===== config.mk =====
export PLATFORM = sky130hd
export DESIGN_NAME = spi_xfer_engine
export DESIGN_NICKNAME = d
export VERILOG_FILES = /design/src/rtl/spi_eng_pkg.sv /design/src/rtl/spi_rate_gen.sv /design/src/rtl/spi_shift_core.sv /design/src/rtl/spi_pin_drive.sv /design/src/rtl/spi_xfer_engine.sv
export SDC_FILE = /design/constraint.sdc
export NUM_CORES = 1
export LEC_CHECK = 0
export BUFFER_PORTS_ARGS = -buffer_cell sky130_fd_sc_hd__buf_2
export CAP_MARGIN = 15
export CELL_PAD_IN_SITES_DETAIL_PLACEMENT = 0
export CELL_PAD_IN_SITES_GLOBAL_PLACEMENT = 1
export CORE_UTILIZATION = 42
export CTS_BUF_LIST = sky130_fd_sc_hd__clkbuf_8 sky130_fd_sc_hd__clkbuf_16
export DETAILED_ROUTE_END_ITERATION = 16
export PLACE_DENSITY = 0.82
export SYNTH_ARGS = -nofsm -noshare
export SYNTH_HDL_FRONTEND = slang
export SYNTH_SLANG_ARGS = --single-unit
export TNS_END_PERCENT = 5

===== constraint.sdc =====
create_clock -name clk -period 1.75 [get_ports clk]
set_input_delay 0.4375 -clock clk [delete_from_list [all_inputs] [get_ports clk]]
set_output_delay 0.4375 -clock clk [all_outputs]
set_load 0.01 [all_outputs]

===== src/rtl/spi_eng_pkg.sv =====
package spi_eng_pkg;

  typedef enum logic [1:0] {
    RATE_DIV_FAST = 2'd0,
    RATE_DIV_MID  = 2'd1,
    RATE_DIV_SLOW = 2'd2,
    RATE_TIMER    = 2'd3
  } rate_e;

  typedef struct packed {
    logic  cpol;
    logic  cke;
    logic  smp;
    rate_e rate;
  } link_cfg_t;

  // half-bit reload value for a system-clock divider
  function automatic int half_limit(input int div);
    return (div / 2) - 1;
  endfunction

endpackage


===== src/rtl/spi_rate_gen.sv =====
module spi_rate_gen
  import spi_eng_pkg::*;
#(
  parameter int DIV_FAST = 4,
  parameter int DIV_MID  = 16,
  parameter int DIV_SLOW = 64
) (
  input  logic  clk,
  input  logic  rst_n,
  input  logic  run,
  input  rate_e rate,
  input  logic  tmr_pulse,
  output logic  tick
);

  localparam int CW = $clog2(DIV_SLOW / 2) + 1;
  localparam logic [CW-1:0] LIM_FAST = CW'(half_limit(DIV_FAST));
  localparam logic [CW-1:0] LIM_MID  = CW'(half_limit(DIV_MID));
  localparam logic [CW-1:0] LIM_SLOW = CW'(half_limit(DIV_SLOW));

  logic [CW-1:0] cnt_q, cnt_n;
  logic [CW-1:0] lim;
  logic          wrap;

  always_comb begin
    unique case (rate)
      RATE_DIV_FAST: lim = LIM_FAST;
      RATE_DIV_MID:  lim = LIM_MID;
      RATE_DIV_SLOW: lim = LIM_SLOW;
      default:       lim = LIM_FAST;
    endcase
  end

  assign wrap = (cnt_q == lim);

  always_comb begin
    cnt_n = cnt_q;
    if (!run) begin
      cnt_n = '0;
    end else if (wrap) begin
      cnt_n = '0;
    end else begin
      cnt_n = cnt_q + 1'b1;
    end
  end

  always_ff @(posedge clk or negedge rst_n) begin
    if (!rst_n) begin
      cnt_q <= '0;
    end else begin
      cnt_q <= cnt_n;
    end
  end

  assign tick = run && ((rate == RATE_TIMER) ? tmr_pulse : wrap);

  AST_TICK_SPACED: assert property (@(posedge clk) disable iff (!rst_n)
    (run && rate != RATE_TIMER && tick) |=> !tick);

endmodule


===== src/rtl/spi_shift_core.sv =====
module spi_shift_core #(
  parameter int DW = 8
) (
  input  logic          clk,
  input  logic          rst_n,
  input  logic          start,
  input  logic [DW-1:0] tx_byte,
  input  logic          tick,
  input  logic          smp,
  input  logic          sdi,
  output logic          busy,
  output logic          half_b,
  output logic          out_bit,
  output logic          fin,
  output logic [DW-1:0] rx_byte
);

  localparam int            NHALF = 2 * DW;
  localparam int            HW    = $clog2(NHALF);
  localparam logic [HW-1:0] LAST  = HW'(NHALF - 1);

  logic          busy_q, busy_n;
  logic [HW-1:0] hph_q, hph_n;
  logic [DW-1:0] sh_q, sh_n;
  logic [DW-1:0] rx_q, rx_n;
  logic          mid_q, mid_n;
  logic          in_bit;

  assign in_bit = smp ? sdi : mid_q;

  always_comb begin
    busy_n = busy_q;
    hph_n  = hph_q;
    sh_n   = sh_q;
    rx_n   = rx_q;
    mid_n  = mid_q;
    fin    = 1'b0;
    if (!busy_q) begin
      if (start) begin
        busy_n = 1'b1;
        hph_n  = '0;
        sh_n   = tx_byte;
        mid_n  = 1'b0;
      end
    end else if (tick) begin
      if (!hph_q[0]) begin
        // middle of the bit time
        if (!smp) begin
          mid_n = sdi;
        end
        hph_n = hph_q + 1'b1;
      end else begin
        // end of the bit time
        sh_n = {sh_q[DW-2:0], in_bit};
        if (hph_q == LAST) begin
          busy_n = 1'b0;
          fin    = 1'b1;
          rx_n   = {sh_q[DW-2:0], in_bit};
        end else begin
          hph_n = hph_q + 1'b1;
        end
      end
    end
  end

  always_ff @(posedge clk or negedge rst_n) begin
    if (!rst_n) begin
      busy_q <= 1'b0;
      hph_q  <= '0;
      sh_q   <= '0;
      rx_q   <= '0;
      mid_q  <= 1'b0;
    end else begin
      busy_q <= busy_n;
      hph_q  <= hph_n;
      sh_q   <= sh_n;
      rx_q   <= rx_n;
      mid_q  <= mid_n;
    end
  end

  assign busy    = busy_q;
  assign half_b  = hph_q[0];
  assign out_bit = sh_q[DW-1];
  assign rx_byte = rx_q;

  AST_PHASE_HOLD: assert property (@(posedge clk) disable iff (!rst_n)
    (busy_q && !tick) |=> $stable(hph_q));

endmodule


===== src/rtl/spi_pin_drive.sv =====
module spi_pin_drive (
  input  logic busy,
  input  logic half_b,
  input  logic out_bit,
  input  logic cpol,
  input  logic cke,
  input  logic oe,
  output logic sck,
  output logic sdo
);

  logic active;

  // cke=1: first half idle, second half active; cke=0: the reverse
  assign active = busy && (cke ? half_b : !half_b);
  assign sck    = cpol ^ active;
  assign sdo    = oe && out_bit;

endmodule


===== src/rtl/spi_xfer_engine.sv =====
module spi_xfer_engine
  import spi_eng_pkg::*;
#(
  parameter int DW       = 8,
  parameter int DIV_FAST = 4,
  parameter int DIV_MID  = 16,
  parameter int DIV_SLOW = 64
) (
  input  logic          clk,
  input  logic          rst_n,
  input  logic          cfg_cpol,
  input  logic          cfg_cke,
  input  logic          cfg_smp,
  input  logic [1:0]    cfg_rate,
  input  logic          sdo_en,
  input  logic          tmr_pulse,
  input  logic          wr_en,
  input  logic [DW-1:0] wr_data,
  input  logic          rd_en,
  input  logic          irq_clr,
  input  logic          wcol_clr,
  input  logic          sdi,
  output logic          sck,
  output logic          sdo,
  output logic [DW-1:0] rx_data,
  output logic          busy,
  output logic          buf_full,
  output logic          irq_flag,
  output logic          wcol
);

  // reset: asserted asynchronously, released on the clock
  logic [1:0] rst_pipe_q;
  logic       rst_ns;

  always_ff @(posedge clk or negedge rst_n) begin
    if (!rst_n) begin
      rst_pipe_q <= 2'b00;
    end else begin
      rst_pipe_q <= {rst_pipe_q[0], 1'b1};
    end
  end
  assign rst_ns = rst_pipe_q[1];

  link_cfg_t cfg;
  assign cfg.cpol = cfg_cpol;
  assign cfg.cke  = cfg_cke;
  assign cfg.smp  = cfg_smp;
  assign cfg.rate = rate_e'(cfg_rate);

  logic tick, fin, half_b, out_bit, busy_i;
  logic start;

  assign start = wr_en && !busy_i;

  spi_rate_gen #(
    .DIV_FAST (DIV_FAST),
    .DIV_MID  (DIV_MID),
    .DIV_SLOW (DIV_SLOW)
  ) u_rate (
    .clk       (clk),
    .rst_n     (rst_ns),
    .run       (busy_i),
    .rate      (cfg.rate),
    .tmr_pulse (tmr_pulse),
    .tick      (tick)
  );

  spi_shift_core #(
    .DW (DW)
  ) u_core (
    .clk     (clk),
    .rst_n   (rst_ns),
    .start   (start),
    .tx_byte (wr_data),
    .tick    (tick),
    .smp     (cfg.smp),
    .sdi     (sdi),
    .busy    (busy_i),
    .half_b  (half_b),
    .out_bit (out_bit),
    .fin     (fin),
    .rx_byte (rx_data)
  );

  spi_pin_drive u_pins (
    .busy    (busy_i),
    .half_b  (half_b),
    .out_bit (out_bit),
    .cpol    (cfg.cpol),
    .cke     (cfg.cke),
    .oe      (sdo_en),
    .sck     (sck),
    .sdo     (sdo)
  );

  // host status flags
  logic full_q, full_n;
  logic irq_q, irq_n;
  logic wcol_q, wcol_n;

  always_comb begin
    full_n = full_q;
    irq_n  = irq_q;
    wcol_n = wcol_q;
    if (fin) begin
      full_n = 1'b1;
    end else if (rd_en) begin
      full_n = 1'b0;
    end
    if (fin) begin
      irq_n = 1'b1;
    end else if (irq_clr) begin
      irq_n = 1'b0;
    end
    if (wr_en && busy_i) begin
      wcol_n = 1'b1;
    end else if (wcol_clr) begin
      wcol_n = 1'b0;
    end
  end

  always_ff @(posedge clk or negedge rst_ns) begin
    if (!rst_ns) begin
      full_q <= 1'b0;
      irq_q  <= 1'b0;
      wcol_q <= 1'b0;
    end else begin
      full_q <= full_n;
      irq_q  <= irq_n;
      wcol_q <= wcol_n;
    end
  end

  assign busy     = busy_i;
  assign buf_full = full_q;
  assign irq_flag = irq_q;
  assign wcol     = wcol_q;

  AST_START_ACCEPT: assert property (@(posedge clk) disable iff (!rst_ns)
    (wr_en && !busy) |=> busy);
  AST_WCOL_RAISE: assert property (@(posedge clk) disable iff (!rst_ns)
    (wr_en && busy) |=> wcol);
  AST_DONE_FLAGS: assert property (@(posedge clk) disable iff (!rst_ns)
    $fell(busy) |-> (irq_flag && buf_full));
  AST_IRQ_STICKY: assert property (@(posedge clk) disable iff (!rst_ns)
    (irq_flag && !irq_clr) |=> irq_flag);
  AST_IDLE_LEVEL: assert property (@(posedge clk) disable iff (!rst_ns)
    (!busy && $stable(cfg_cpol)) |-> (sck == cfg_cpol));

endmodule


==> impl_results.md, run 1 <==
- Status: complete, no violations
- Worst path slowest cell: dfrtp_1
- Synth Instances: 131
- ANT cells: 0
- Vias/cell: 5.09
- Ys flop type: dfrtp_1
- Die Ht: 63.8 um
- Dpl hpwl: 2.26 mm
- Yosys warnings: 0
- WP data required: 1310 ps
- Max incr delay on CP: 390 ps
- # rows: 22
- Total Wirelength: 3.13 mm
- Yosys cell types: 35
- Io pins: 36
- Fillers: 308
- Area Growth Syn to Fin: 32.2%
- First-pass GRT wire length: 5.41 mm
- Ys async rst share: 100%
- Sink Count: 33
- Synth Cell Area: 1610 sq um
- Commonest non-fill, non-tap cells in the layout: dfrtp_1 (33), buf_2 (33), mux2_2 (14)
- Clock root cell: clkbuf_8
- IR drop worst, VDD: 0.000818 V
- Skew final: 2.36 ps
- TritonCTS clock tree: done
- Routed Antenna Nets: 0
- Synth Area per Inst: 12.3 sq um
- Slew Limit Fails: 0
- Post-route cell area: 2120 sq um
- Fin util: 58.0%
- Flop2flop setup slack: 70 ps
- Maximum clock insertion buffer count: 2
- Routed len/inst: 13.5 um
- FF-to-FF path depth: 5
- Proportion of layout cells with a drive suffix above 1: 47.8%
- RSZ-0062 raised after global routing: yes
- Die footprint: 4080 sq um
- Max-cap viol count: 0
- CP Capture Type: primary output
- HP Class: reg2async
- Starting Density: 43.9%
- CP Data Arrival Time: 1300 ps
- Placed cell areas: 1920 sq um
- Post-route minimum period: 1730 ps
- Post-synth EDFFs: 0
- DR iter-0 viols: 23
- Hold Violations, Final: 0
- Worst R2R Start: u_rate.cnt_q[1]
- Largest net degree at the start of global routing: 32
- Vias in the first global route: 1187
- Final std cells w/o fill: 232
- Placed Cells: 221
- Die X: 63.8 um
- Gr usage total: 17.7%
- Post-synth top area cell: dfrtp_1
- #FFs+latches synth: 33
- H-tree levels: 2
- Grt ovf: 0
- Worst reg2reg endpoint: u_core.sh_q[4]
- Core area: 3660 sq um
- Initial antenna violation count: 0
- Place WS: -505 ps
- Via count: 1182
- PortBufs: 35
- Drt drc: 0
- Power, Total: 3.21 mW
- P_leak: 1.06 nW
- Largest fanout on the critical path: 8
- Crit path kind: reg2out
- Clk_lat worst skew: 280 ps
- Crit path buffers/inverters: 2
- Critical path launch point type: flip-flop
- Synth top area share: 51.4%
- Gpl congestion: 0.818
- PwrDens: 1510 nW/um^2
- CP cell instances: buf_6 -> xnor2_2 -> nand2_1 -> xnor2_1 -> buf_2
- CTS buffer count: 5
- Net Count, Synth: 157
- Min setup slack post-route: 17.3 ps
- Synth top area cells: dfrtp_1 (51%), mux2_2 (9.8%), mux2_4 (7.5%)
- Final setup violation count: 0
- Nets@finish: 209
- Crit share post-route: 99.0%
- DRT Pass-1 Iters: 4
- Worst path top cell family by delay: flip-flops
- Post-synthesis sequential area ratio: 51.4%
- Clock slew at reported path FFs: 70 ps
- Fmax achieved: 0.577 GHz
-- logic make-up after synthesis --
logic type,count (synthesis),share of synthesized area (%)
DFF,33,51.4
muxes,23,17.9
adders and majority gates,4,3.12
AOI/OAI and AO/OA,19,8.96
other,1,0.233
xor gates and xnor gates,6,3.27
and+or+nand+nor,34,11.5
buffers and inverters,11,3.58
-- synth_stat cells, types with 2 or more instances --
cell type	count
a31o_2	2
nor2b_1	2
xor2_1	2
nor2_1	7
and3_1	3
inv_1	6
buf_6	2
clkbuf_1	2
nand2_1	7
ha_1	4
mux2_4	8
dfrtp_1	33
a311o_1	2
o21ai_0	4
and4_1	2
a31oi_1	2
mux2_2	14
nand3_1	4
a21oi_1	5
nor3b_1	2
xnor2_1	4
-- flip-flops by register name, indices dropped and copies added, names as in the netlist --
| signal | cells |
|---|---|
| u_rate.cnt_q | 6 |
| u_core.hph_q | 4 |
| rst_pipe_q | 2 |
| buf_full | 1 |
| u_core.rx_byte | 8 |
| u_core.sh_q | 8 |
| u_core.busy | 1 |
| u_core.mid_q | 1 |
| irq_flag | 1 |
| wcol | 1 |
-- per-layer routing --
layer	vias up	track usage (%)	part of all wire, %
met1	574	21.0	44
met2	38	30.5	50
met5	-	0	0
met4	0	5.97	1.2
li1	565	-	-
met3	5	5.00	4.7
-- worst reg2reg max path: cells and delay by family (launching register included) --
| kind | cells | cell delay [ps] |
|---|---|---|
| DFF | 1 | 440 |
| muxes | 1 | 320 |
| and+or+nand+nor | 1 | 200 |
| AOI/OAI and AO/OA | 3 | 610 |
-- repair_timing --
item	CTS	global route
endpoints found under the setup margin	21	20
gates cloned	1	0
hold buffers	1	0
pin swaps	4	3
setup buffers	1	0
gates resized for setup	12	2
endpoints found under the hold margin	2	0
-- power breakdown --
group          total [mW]  switching (mW)  internal [mW]  leakage (nW)
Combinational        1.23           0.522          0.706         0.585
Sequential           1.25           0.207           1.04         0.413
Clock               0.731           0.273          0.458        0.0626
-- final cells by class --
| cell class | instances | area (sq um) | share of cell area (%) |
|---|---|---|---|
| flip-flops and latches | 33 | 826 | 38.9 |
| multi-input cells | 87 | 774 | 36.5 |
| repair buffers | 50 | 318 | 15.0 |
| clock buffers | 6 | 82.6 | 3.89 |
| well taps | 48 | 60.1 | 2.83 |
| clock inverters | 2 | 33.8 | 1.59 |
| inverters | 6 | 30.0 | 1.41 |
-- per-stage QoR --
step / setup TNS, ps / hold slack [ps]
6_report: 0 / 252
5_1_grt: -644 / 332
4_1_cts: -62.0 / 273
3_5_place_dp: -9600 / 226
3_3_place_gp: -8410 / 223
2_1_floorplan: -1600 / 142
-- how the worst max path moves through the flow --
stage                         start              to  slack [ps]  depth (start not counted)
global placement        cfg_rate[0]  u_core.sh_q[7]        -420                          8
finish              u_core.hph_q[0]             sck          20                          5
global route            cfg_rate[0]  u_core.sh_q[1]         -60                          8
CTS                     cfg_rate[0]  u_core.sh_q[4]         -10                          8
floorplan               cfg_rate[0]  u_core.sh_q[0]        -140                          8
detailed placement      cfg_rate[0]  u_core.sh_q[4]        -510                          8
Note: power is estimated with default switching activity, not from simulation.
==> run 2, diff against run 1 <==
==> constraint.sdc (replaced) <==
create_clock -name clk -period 1.9 [get_ports clk]
set_input_delay 0.475 -clock clk [delete_from_list [all_inputs] [get_ports clk]]
set_output_delay 0.475 -clock clk [all_outputs]
set_load 0.01 [all_outputs]
==> run 2 against run 1 <==
Compared with the run above: routed wire length decreased by 0.83%; design area decreased by 3.4%; final cell count decreased by 1.7%; non-clock buffer count decreased by 4; via count decreased by 2.5%; clock power decreased by 9.2%; flip-flop and latch count unchanged; critical path depth increased by 4; clock skew increased by 3.6 ps; core utilization decreased by 1.9 points; critical path type is now in2reg; largest cell class unchanged; highest routed layer unchanged.
==> impl_results.md, run 2 (synthesized netlist as in run 1, its figures left out) <==
- Status: complete, no violations
- Seq pwr share: 40.9%
- Post-route cell area: 2050 sq um
- Gr usage total: 17.7%
- TritonCTS clock tree: done
- Most common cell after layout, fill and taps aside: buf_2
- Clk_lat worst skew: 280 ps
- Io pins: 36
- Total Wirelength: 3.10 mm
- Multi-input gate area: 753 sq um
- Largest fanout on the critical path: 6
- CP Data Arrival Time: 2040 ps
- Die X: 63.8 um
- Gpl congestion: 0.822
- Largest net degree at the start of global routing: 32
- Commonest non-fill, non-tap cells in the layout: buf_2 (35), dfrtp_1 (33), mux2_2 (14)
- Fillers: 325
- Min setup slack post-route: 22.0 ps
- Via count: 1153
- Initial antenna violation count: 0
- Post-route minimum period: 1880 ps
- Routed len/inst: 13.6 um
- DRT Pass-1 Iters: 4
- Clock root cell: clkbuf_8
- Starting Density: 43.9%
- Sink Count: 33
- Critical path launch point type: primary input
- Place WS: -355 ps
- Fin util: 56.1%
- Placed cell areas: 1880 sq um
- Setup TNS Final: 0 ps
- Grt ovf: 0
- Final setup violation count: 0
- Vias in the first global route: 1256
- Power, Total: 2.87 mW
- CP Capture Type: flip-flop
- Worst reg2reg endpoint: u_core.sh_q[4]
- RSZ-0062 raised after global routing: yes
- FF-to-FF path depth: 5
- # rows: 22
- WP data required: 2060 ps
- IR drop worst, VDD: 0.000807 V
- Drt drc: 0
- ANT cells: 0
- Skew final: 5.95 ps
- Clock slew at reported path FFs: 70 ps
- PwrDens: 1400 nW/um^2
- HP Class: reg2async
- Maximum clock insertion buffer count: 2
- Core area: 3660 sq um
- P_int: 1.97 mW
- Routed Antenna Nets: 0
- Clk pwr share: 23.2%
- Crit share post-route: 98.8%
- DR iter-0 viols: 20
- Fmax achieved: 0.532 GHz
- Die Ht: 63.8 um
- Net Sw Frac: 31.3%
- Nets@finish: 205
- H-tree levels: 2
- Proportion of layout cells with a drive suffix above 1: 46.7%
- Crit path kind: in2reg
- P_leak: 1.04 nW
- Area Growth Syn to Fin: 27.8%
- First-pass GRT wire length: 5.52 mm
- Flop2flop setup slack: 140 ps
- Combinational Power Share: 35.9%
- PortBufs: 35
- Vias/cell: 5.06
- Die footprint: 4080 sq um
- Switch Pwr: 0.896 mW
- Hold Violations, Final: 0
- CTS buffer count: 5
- Worst R2R Start: u_rate.cnt_q[3]
- Max-cap viol count: 0
- Register area: 826 sq um
- Dpl hpwl: 2.22 mm
- Slew Limit Fails: 0
-- run 2: layout make-up --
cell class / count / area share, %
sequential: 33 / 40.2
inverter: 6 / 1.46
multi-input combinational: 87 / 36.7
clock buffer: 6 / 4.02
timing repair buffer: 46 / 13.0
clock inverter: 2 / 1.65
tap: 48 / 2.93
-- run 2: critical path, stage by stage --
cell	delay [ps]
clkbuf_4	150
inv_8	30
ha_4	250
and3b_1	170
o221ai_2	220
a21oi_4	90
buf_6	150
and4b_1	190
a311o_1	310
-- run 2: per-stage QoR --
| step | instances | hold WS, ps |
|---|---|---|
| 3_5_place_dp | 216 | 262 |
| 2_1_floorplan | 131 | 179 |
| 6_report | 228 | 245 |
| 3_3_place_gp | 216 | 260 |
| 4_1_cts | 225 | 262 |
| 5_1_grt | 228 | 316 |
-- run 2: worst max path at each step --
stage,startpoint,endpoint,slack (ps),cells after the start
floorplan,cfg_rate[0],u_core.sh_q[0],-30,8
global placement,cfg_rate[0],u_core.sh_q[5],-310,8
detailed placement,cfg_rate[0],u_core.rx_byte[5],-350,9
CTS,cfg_rate[0],u_core.hph_q[2],-7,9
global route,cfg_rate[0],u_core.sh_q[2],-20,8
finish,cfg_rate[0],u_core.hph_q[2],20,9
-- run 2: power groups by stage --
stage | registers (mW) | logic (mW) | clock network, mW
2_1_floorplan | 1.16 | 0.720 | 0
3_3_place_gp | 1.16 | 0.938 | 0
3_5_place_dp | 1.18 | 0.991 | 0
4_1_cts | 1.17 | 1.00 | 0.683
5_1_grt | 1.21 | 1.15 | 0.722
6_report | 1.17 | 1.03 | 0.664
-- run 2: timing repair --
item | CTS | global route
pin swaps | 0 | 1
gates resized for setup | 2 | 4
buffers inserted | 0 | 2
hold endpoints to repair | 2 | 0
hold buffers | 1 | 0
endpoints found under the setup margin | 16 | 18
gates cloned | 0 | 1
-- run 2: routing by layer --
metal	share of wire [%]	GRT usage, %	wire length (um)	vias to the layer above
met2	48	29.8	1490	36
met1	45	21.2	1390	553
met4	2.7	9.09	83	0
met5	0	0	0	-
met3	4.5	3.93	140	9
li1	-	-	-	555
